==> config.mk <==
export PLATFORM = sky130hd
export DESIGN_NAME = nrzi_tx_serializer
export DESIGN_NICKNAME = d
export VERILOG_FILES = /design/src/rtl/nrzi_tx_pkg.sv /design/src/rtl/nrzi_tick_div.sv /design/src/rtl/nrzi_word_shifter.sv /design/src/rtl/nrzi_level_enc.sv /design/src/rtl/nrzi_tx_serializer.sv
export SDC_FILE = /design/constraint.sdc
export NUM_CORES = 1
export LEC_CHECK = 0
export CORE_UTILIZATION = 58
export DETAILED_ROUTE_END_ITERATION = 12
export GPL_TIMING_DRIVEN = 0
export PLACE_DENSITY_LB_ADDON = 0.05
export SETUP_SLACK_MARGIN = 0.05
export SYNTH_ARGS = -nofsm -noshare
export SYNTH_HDL_FRONTEND = slang
export SYNTH_SLANG_ARGS = --single-unit
==> constraint.sdc <==
create_clock -name clk -period 3.55 [get_ports clk]
set_input_delay 0.5325 -clock clk [delete_from_list [all_inputs] [get_ports clk]]
set_output_delay 0.5325 -clock clk [all_outputs]
set_load 0.02 [all_outputs]
==> src/rtl/nrzi_tx_pkg.sv <==
package nrzi_tx_pkg;

  // NRZI rule: a 0 flips the level, a 1 keeps it
  function automatic logic nrzi_next_level(input logic cur_level, input logic data_bit);
    return ~(cur_level ^ data_bit);
  endfunction

  // divider counter width for a given ratio
  function automatic int div_cnt_width(input int ratio);
    return (ratio > 1) ? $clog2(ratio) : 1;
  endfunction

endpackage

==> src/rtl/nrzi_tick_div.sv <==
module nrzi_tick_div #(
  parameter int TICK_DIV = 104167
) (
  input  logic clk,
  input  logic rst_n,
  input  logic en,
  output logic tick
);
  import nrzi_tx_pkg::*;

  localparam int CW = div_cnt_width(TICK_DIV);
  localparam logic [CW-1:0] LAST = CW'(TICK_DIV - 1);

  logic [CW-1:0] cnt;

  assign tick = en && (cnt == LAST);

  always_ff @(posedge clk) begin
    if (!rst_n)     cnt <= '0;
    else if (!en)   cnt <= '0;
    else if (tick)  cnt <= '0;
    else            cnt <= cnt + CW'(1);
  end

  AST_CNT_RANGE: assert property (@(posedge clk) disable iff (!rst_n)
    cnt <= LAST);

endmodule

==> src/rtl/nrzi_word_shifter.sv <==
module nrzi_word_shifter #(
  parameter int WORD_W = 16
) (
  input  logic              clk,
  input  logic              rst_n,
  input  logic              en,
  input  logic              tick,
  input  logic [WORD_W-1:0] word_data,
  input  logic              word_valid,
  output logic              word_ready,
  output logic              data_bit,
  output logic              underrun
);
  localparam int SR_W = WORD_W + 1;

  logic [SR_W-1:0] sreg;
  logic [SR_W-1:0] src;
  logic            exhausted;
  logic            refill;
  logic [WORD_W-1:0] fill_word;

  assign exhausted  = ~|sreg[SR_W-1:1];
  assign refill     = tick && en && exhausted;
  assign word_ready = refill;
  assign fill_word  = word_valid ? word_data : {WORD_W{1'b1}};
  assign src        = refill ? {1'b1, fill_word} : sreg;
  assign data_bit   = src[0];

  always_ff @(posedge clk) begin
    if (!rst_n) begin
      sreg     <= '0;
      underrun <= 1'b0;
    end else begin
      underrun <= refill && !word_valid;
      if (!en)       sreg <= '0;
      else if (tick) sreg <= src >> 1;
    end
  end

  AST_SENTINEL_AFTER_LOAD: assert property (@(posedge clk) disable iff (!rst_n)
    refill |=> sreg[SR_W-2]);
  AST_UNDERRUN_PULSE: assert property (@(posedge clk) disable iff (!rst_n)
    underrun |=> !underrun);
  AST_CLEARED_WHEN_OFF: assert property (@(posedge clk) disable iff (!rst_n)
    !en |=> (sreg == '0));

endmodule

==> src/rtl/nrzi_level_enc.sv <==
module nrzi_level_enc #(
  parameter logic IDLE_LEVEL = 1'b1
) (
  input  logic clk,
  input  logic rst_n,
  input  logic en,
  input  logic tick,
  input  logic data_bit,
  output logic line_out
);
  import nrzi_tx_pkg::*;

  logic next_level;

  always_ff @(posedge clk) begin
    if (!rst_n || !en) begin
      next_level <= IDLE_LEVEL;
      line_out   <= IDLE_LEVEL;
    end else if (tick) begin
      line_out   <= next_level;
      next_level <= nrzi_next_level(next_level, data_bit);
    end
  end

  AST_HOLD_ON_ONE: assert property (@(posedge clk) disable iff (!rst_n)
    (tick && en && data_bit) |=> (next_level == $past(next_level)));
  AST_TOGGLE_ON_ZERO: assert property (@(posedge clk) disable iff (!rst_n)
    (tick && en && !data_bit) |=> (next_level != $past(next_level)));
  AST_IDLE_WHEN_OFF: assert property (@(posedge clk) disable iff (!rst_n)
    !en |=> (line_out == IDLE_LEVEL));

endmodule

==> src/rtl/nrzi_tx_serializer.sv <==
module nrzi_tx_serializer #(
  parameter int   WORD_W     = 16,
  parameter int   TICK_DIV   = 104167,
  parameter logic IDLE_LEVEL = 1'b1
) (
  input  logic              clk,
  input  logic              rst_n,
  input  logic              tx_en,
  input  logic [WORD_W-1:0] word_data,
  input  logic              word_valid,
  output logic              word_ready,
  output logic              line_out,
  output logic              tx_active,
  output logic              underrun
);

  logic sym_tick;
  logic cur_bit;

  nrzi_tick_div #(.TICK_DIV(TICK_DIV)) u_div (
    .clk  (clk),
    .rst_n(rst_n),
    .en   (tx_en),
    .tick (sym_tick)
  );

  nrzi_word_shifter #(.WORD_W(WORD_W)) u_shift (
    .clk       (clk),
    .rst_n     (rst_n),
    .en        (tx_en),
    .tick      (sym_tick),
    .word_data (word_data),
    .word_valid(word_valid),
    .word_ready(word_ready),
    .data_bit  (cur_bit),
    .underrun  (underrun)
  );

  nrzi_level_enc #(.IDLE_LEVEL(IDLE_LEVEL)) u_enc (
    .clk     (clk),
    .rst_n   (rst_n),
    .en      (tx_en),
    .tick    (sym_tick),
    .data_bit(cur_bit),
    .line_out(line_out)
  );

  always_ff @(posedge clk) begin
    if (!rst_n) tx_active <= 1'b0;
    else        tx_active <= tx_en;
  end

  AST_LINE_QUIET: assert property (@(posedge clk) disable iff (!rst_n)
    (tx_en && !sym_tick) |=> $stable(line_out));
  AST_READY_IN_TICK: assert property (@(posedge clk) disable iff (!rst_n)
    word_ready |=> !word_ready);
  AST_ACTIVE_TRACKS: assert property (@(posedge clk) disable iff (!rst_n)
    $rose(tx_en) |=> tx_active);

endmodule

==> results.toml, run 1 <==
[synthesis]
synthCells = 206
yosysWarnings = 0
synth_nets = 228
yosys-top-cells-area = "dfxtp_1 41%, a21oi_1 10%, o211ai_1 6.3%"
synth_flop_cell = "dfxtp_1"
synth-seq-cells = 37
seq_area_frac_synth_pct = 41.1
async_flop_share_pct = 0
yosys.area.top_type_share_pct = 41.1
synth.avg_cell_area_um2 = 8.74
synth_common_cells = "37 x dfxtp_1, 36 x a21oi_1, 15 x nand2b_1, 15 x o211ai_1, 11 x nor2_1"
yosysTopAreaCell = "dfxtp_1"
syn-cell-area_um2 = 1800
synth_edf_count = 0
ys_types = 42
synth_most_common_cell = "dfxtp_1"

[timing]
hold_violations = 0
setup-tns-final_ns = 0
finalClockSkew_ns = 0.0141
holdWs_ns = 0.480
max_freq_mhz = 353
fin_crit_sh_pct = 79.7
rsz0062_at_grt = "no"
finalSetupViolations = 0
finalMaxSlewViolations = 0
fin_crit_ns = 2.83
worst_pin_slew_ns = 0.444
maxSlewHeadroom_pct = 70.4

[cts]
path_clk_slew_ns = 0.10
cts_resized = 0
cts_post_setup_buffers_inserted = 0
root_buffer = "clkbuf_4"
cts_hold_buf = 0
clkLatencyLatePin_ns = 0.34
clkSinkCount = 37
cts_made_buffers = 5
clock_path_buffers = 2
cts_tree = "done"
htreeDepth = 2

[drt]
routed_wirelength_um = 3960
drtAntennaViolNets = 0
wl_per_cell_um = 15.0
drc = 0
first_pass_iters = 6
drt-initial-drc-count = 75
vias = 1598
avgViaCountPerCell = 6.03

[status]
status = "finished clean"

[critical_path]
end_kind = "output port"
r2r_slack_ns = 1.79
worst-path-max-fanout = 10
cp_data_required_time_ns = 3.02
start_kind = "flip-flop"
reg2reg_depth = 7
worst-setup-path-type = "reg2out"
r2r-end = "u_enc.next_level$_SDFFE_PN1P_"
rr_startpoint = "u_div.cnt[0]$_SDFF_PP0_"
crit_arrival_ns = 2.30

[global_routing]
first_global_vias = 1558
grt_usage_pct = 25.4
grt_pass1_wl_um = 6450
grt_max_degree = 11
overflow = 0
antenna_found_initial = 0

[layout]
fillers = 224
area_growth_pct = 16.7
finalNetCount = 257
final_cell_area_um2 = 2100
antenna_cells = 0
drive_gt1_share_pct = 9.40

[hold_path]
min_path_cells = 1
hold_end = "u_div.cnt[0]$_SDFF_PP0_"
worstHoldStart = "u_div.cnt[0]$_SDFF_PP0_"
holdCritPathClass = "reg2reg"

[floorplan]
die_h_um = 57.7
core_um2 = 2850
fp.dieArea_um2 = 3330
die_x_um = 57.7
pin_count = 24
row_count = 19
start_util_pct = 63.1

[pwr]
cellLeakagePower_nw = 0.741
powerDensity_nw_per_um2 = 320
p_int_uw = 515
ir_drop_mv = 0.251
pwr-share-comb_pct = 8.0
p_seq_share_pct = 62.1
power.total_uw = 673
switching_share_pct = 23.4
clkPwrFrac_pct = 29.9
switching_power_uw = 158

[place]
place_area_um2 = 2060
place.gp.congestion = 0.807
hpwl_um = 2870
port_buffers = 22

[run]
cap_violations = 0
==> through the flow <==
stage               utilization, %  instances  worst slack (ns)
global placement              72.2        259             0.791
floorplan                        -        206              1.71
CTS                           73.7        265             0.701
global route                  73.7        265             0.545
finish                        73.7        265             0.720
detailed placement            72.2        259             0.783
==> per-layer routing <==
metal / wire length, um / global-route usage (%) / share of wire, % / up-vias
met4: 23 / 15.0 / 0.58 / 0
met2: 2050 / 45.7 / 52 / 36
met3: 155 / 4.91 / 3.9 / 2
met5: 0 / 0 / 0 / -
li1: - / - / - / 809
met1: 1730 / 27.7 / 44 / 751
==> flip-flops by register name (all words and copies together) (netlist names) <==
name,flops
tx_active,1
u_div.cnt,17
u_enc.line_out,1
u_enc.next_level,1
u_shift.sreg,16
u_shift.underrun,1
==> layout by cell type, fill, tap and decap left out, types with 2 or more instances in the layout <==
cell type / synthesis / layout
a21oi_1: 36 / 36
and2_1: 2 / 2
and3_1: 2 / 2
and4_1: 3 / 3
buf_2: 2 / 2
buf_4: 3 / 3
clkbuf_1: 5 / 5
clkbuf_4: 0 / 5
clkdlybuf4s50_1: 0 / 22
dfxtp_1: 37 / 37
ha_1: 2 / 2
inv_1: 6 / 6
nand2_1: 8 / 8
nand2b_1: 15 / 15
nand3_1: 8 / 8
nand4_1: 3 / 3
nor2_1: 11 / 11
nor3_1: 3 / 3
nor3b_1: 2 / 2
nor4_1: 4 / 4
o211ai_1: 15 / 15
o21ai_0: 6 / 6
o31ai_1: 2 / 2
or3_1: 4 / 4
xnor2_1: 4 / 4
xor2_1: 5 / 5
==> cell type report <==
cell class	count	area, um^2	area share (%)
multi-input cells	152	975	46.4
inverters	6	22.5	1.07
clock inverters	1	5.00	0.238
well taps	31	38.8	1.85
flip-flops and latches	37	741	35.2
repair buffers	22	220	10.5
plain buffers	11	62.6	2.98
clock buffers	5	37.5	1.79
==> critical path, cell delays in order (launching register included) <==
cell             delay (ns)
dfxtp_1                0.35
inv_1                  0.07
ha_1                   0.15
and4b_1                0.21
and4_1                 0.19
buf_4                  0.16
nand3_1                0.15
inv_1                  0.09
clkdlybuf4s50_1        0.59
==> logic make-up after synthesis <==
| group | after synthesis | share of synthesized area [%] |
|---|---|---|
| AO/OA/AOI/OAI | 61 | 19.7 |
| XOR/XNOR | 9 | 4.38 |
| adder cells (fa/ha/maj) | 2 | 1.39 |
| buffers and inverters | 17 | 4.73 |
| flip-flops | 37 | 41.1 |
| multiplexers | 1 | 0.625 |
| AND/OR/NAND/NOR | 79 | 28.1 |
==> power groups by stage <==
stage                     logic [mW]  clock network, mW  registers (mW)
after floorplan               0.0252                  0           0.428
after global placement        0.0518                  0           0.427
after detailed placement      0.0530                  0           0.427
after CTS                     0.0535              0.207           0.418
after global routing          0.0581              0.221           0.418
final                         0.0538              0.201           0.418
==> worst max path at each step <==
stage,to,start
final,word_ready,u_div.cnt[0]$_SDFF_PP0_
after global routing,word_ready,u_div.cnt[0]$_SDFF_PP0_
after CTS,word_ready,u_div.cnt[0]$_SDFF_PP0_
after detailed placement,word_ready,tx_en
after global placement,word_ready,tx_en
after floorplan,word_ready,u_div.cnt[0]$_SDFF_PP0_
(Power assumes the default switching activity.)
==> run 2, diff against run 1 <==
--- a/config.mk
+++ b/config.mk
@@ -5,7 +5,7 @@
 export SDC_FILE = /design/constraint.sdc
 export NUM_CORES = 1
 export LEC_CHECK = 0
-export CORE_UTILIZATION = 58
+export CORE_UTILIZATION = 54
 export DETAILED_ROUTE_END_ITERATION = 12
 export GPL_TIMING_DRIVEN = 0
 export PLACE_DENSITY_LB_ADDON = 0.05
==> constraint.sdc (replaced) <==
create_clock -name clk -period 2.8 [get_ports clk]
set_input_delay 0.42 -clock clk [delete_from_list [all_inputs] [get_ports clk]]
set_output_delay 0.42 -clock clk [all_outputs]
set_load 0.02 [all_outputs]
==> run 2 against run 1 <==
Against the previous run: sequential power is 27% higher; first-iteration DRC count is 77% higher; final cell count is 5.7% higher; clock power is 37% higher; critical path depth stayed put; hold slack worse by 0.0063 ns; sequential share of layout area is 0.39 points lower; largest power group unchanged.
==> results.toml, run 2 (synthesis gave the netlist of run 1 again) <==
[status]
status = "finished clean"

[global_routing]
overflow = 0
antenna_found_initial = 0
grt_pass1_wl_um = 6760
first_global_vias = 1508
grt_usage_pct = 25.4
grt_max_degree = 12

[critical_path]
worst-setup-path-type = "reg2out"
worst-path-max-fanout = 10
path_cells = "inv_1, ha_1, and4b_1, and4_1, buf_4, nand3_1, inv_1, dlygate4sd2_1"
crit_arrival_ns = 2.09
cp_data_required_time_ns = 2.38
r2r_slack_ns = 0.98
path_buf_inv = 4
cp_top_family = "buffers and inverters"
end_kind = "output port"
timing.critical_path.mode_cell = "inv_1"
slowest_stage = "dfxtp_1"
cpPeakStageDelay_ns = 0.38
start_kind = "flip-flop"

[place]
post-place-ws_ns = 0.218
dp.cells = 272
port_buffers = 22
place.gp.congestion = 0.901
hpwl_um = 2830

[layout]
antenna_cells = 0
drive_gt1_share_pct = 9.75
top_register = "u_div.cnt"
finalNetCount = 257
final_common_cell = "dfxtp_1"
reg_top3 = "u_div.cnt (17), u_shift.sreg (16)"
final_cell_mix = "37 x dfxtp_1, 36 x a21oi_1, 21 x clkdlybuf4s50_1, 15 x nand2b_1, 15 x o211ai_1"
instances_no_fill = 280
largest_reg_flops = 17
area_growth_pct = 18.1
utilization_pct = 68.5

[cts]
clock_path_buffers = 2
clkLatencyLatePin_ns = 0.35
root_buffer = "clkbuf_4"
clkSinkCount = 37
htreeDepth = 2
cts_hold_buf = 0
cts_post_setup_buffers_inserted = 0
path_clk_slew_ns = 0.12
cts_made_buffers = 5
cts_tree = "done"

[drt]
first_pass_iters = 4
drc = 0
routed_wirelength_um = 4040
vias = 1607
avgViaCountPerCell = 5.74
drt-initial-drc-count = 133
drtAntennaViolNets = 0
wl_per_cell_um = 14.4

[timing]
setup-tns-final_ns = 0
max_freq_mhz = 399
finalSetupViolations = 0
fin_crit_sh_pct = 89.6
holdWs_ns = 0.474
hold_violations = 0
finalMaxSlewViolations = 0
finalClockSkew_ns = 0.0122
fin_crit_ns = 2.51
worst_pin_slew_ns = 0.457
rsz0062_at_grt = "no"
maxSlewHeadroom_pct = 69.5
worst_slack_ns = 0.292

[floorplan]
start_util_pct = 58.0
row_count = 20
fp.dieArea_um2 = 3570
core_um2 = 3100
pin_count = 24
die_x_um = 59.7
die_h_um = 59.7

[pwr]
cellLeakagePower_nw = 0.751
ir_drop_mv = 0.342
powerDensity_nw_per_um2 = 411

[run]
cap_violations = 0

[hold_path]
holdCritPathClass = "reg2reg"
## run 2: changes by cell type in the layout (fill, tap and decap cells not counted), sizes merged
cell and change:
dlygate4sd2 +1, clkdlybuf4s50 -1, clkbuf +1, clkinv +1
## run 2: final cells by class
cell class	instances	area (um^2)
Buffer	11	62.6
Clock buffer	6	41.3
Clock inverter	2	10.0
Fill cell	290	977
Inverter	6	22.5
Multi-Input combinational cell	152	975
Sequential cell	37	741
Tap cell	44	55.1
Timing Repair Buffer	22	219
## run 2: path summary, 6_finish.rpt
check                                        startpoint                      end  cells after the start
worst min register to register  u_div.cnt[0]$_SDFF_PP0_  u_div.cnt[0]$_SDFF_PP0_                      1
worst max register to register  u_div.cnt[0]$_SDFF_PP0_  u_div.cnt[4]$_SDFF_PP0_                      7
worst max-delay path            u_div.cnt[0]$_SDFF_PP0_               word_ready                      8
worst min-delay path            u_div.cnt[0]$_SDFF_PP0_  u_div.cnt[0]$_SDFF_PP0_                      1
## run 2: what timing repair did
item | 4_1_cts | 5_1_grt
gates resized for setup | 1 | 0
endpoints found under the setup margin | 1 | 0
hold endpoints to repair | 0 | 0
## run 2: report_power, final
group          switching, mW  internal [mW]  total, mW
registers            0.00144          0.528      0.530
logic                 0.0309         0.0376     0.0685
clock network          0.179         0.0957      0.275
total                  0.211          0.662      0.873
## run 2: routing by layer
layer	part of all wire (%)	track usage (%)	vias up
met5	0	0	-
met3	5.1	6.93	7
met4	1.3	7.31	0
met1	50	34.6	749
met2	44	39.2	40
li1	-	-	811
## run 2: metrics by stage
stage | area (um^2) | total power, mW
after floorplan | 1800 | 0.574
after global placement | 2080 | 0.608
after detailed placement | 2080 | 0.609
after CTS | 2130 | 0.880
after global routing | 2130 | 0.905
final | 2130 | 0.873
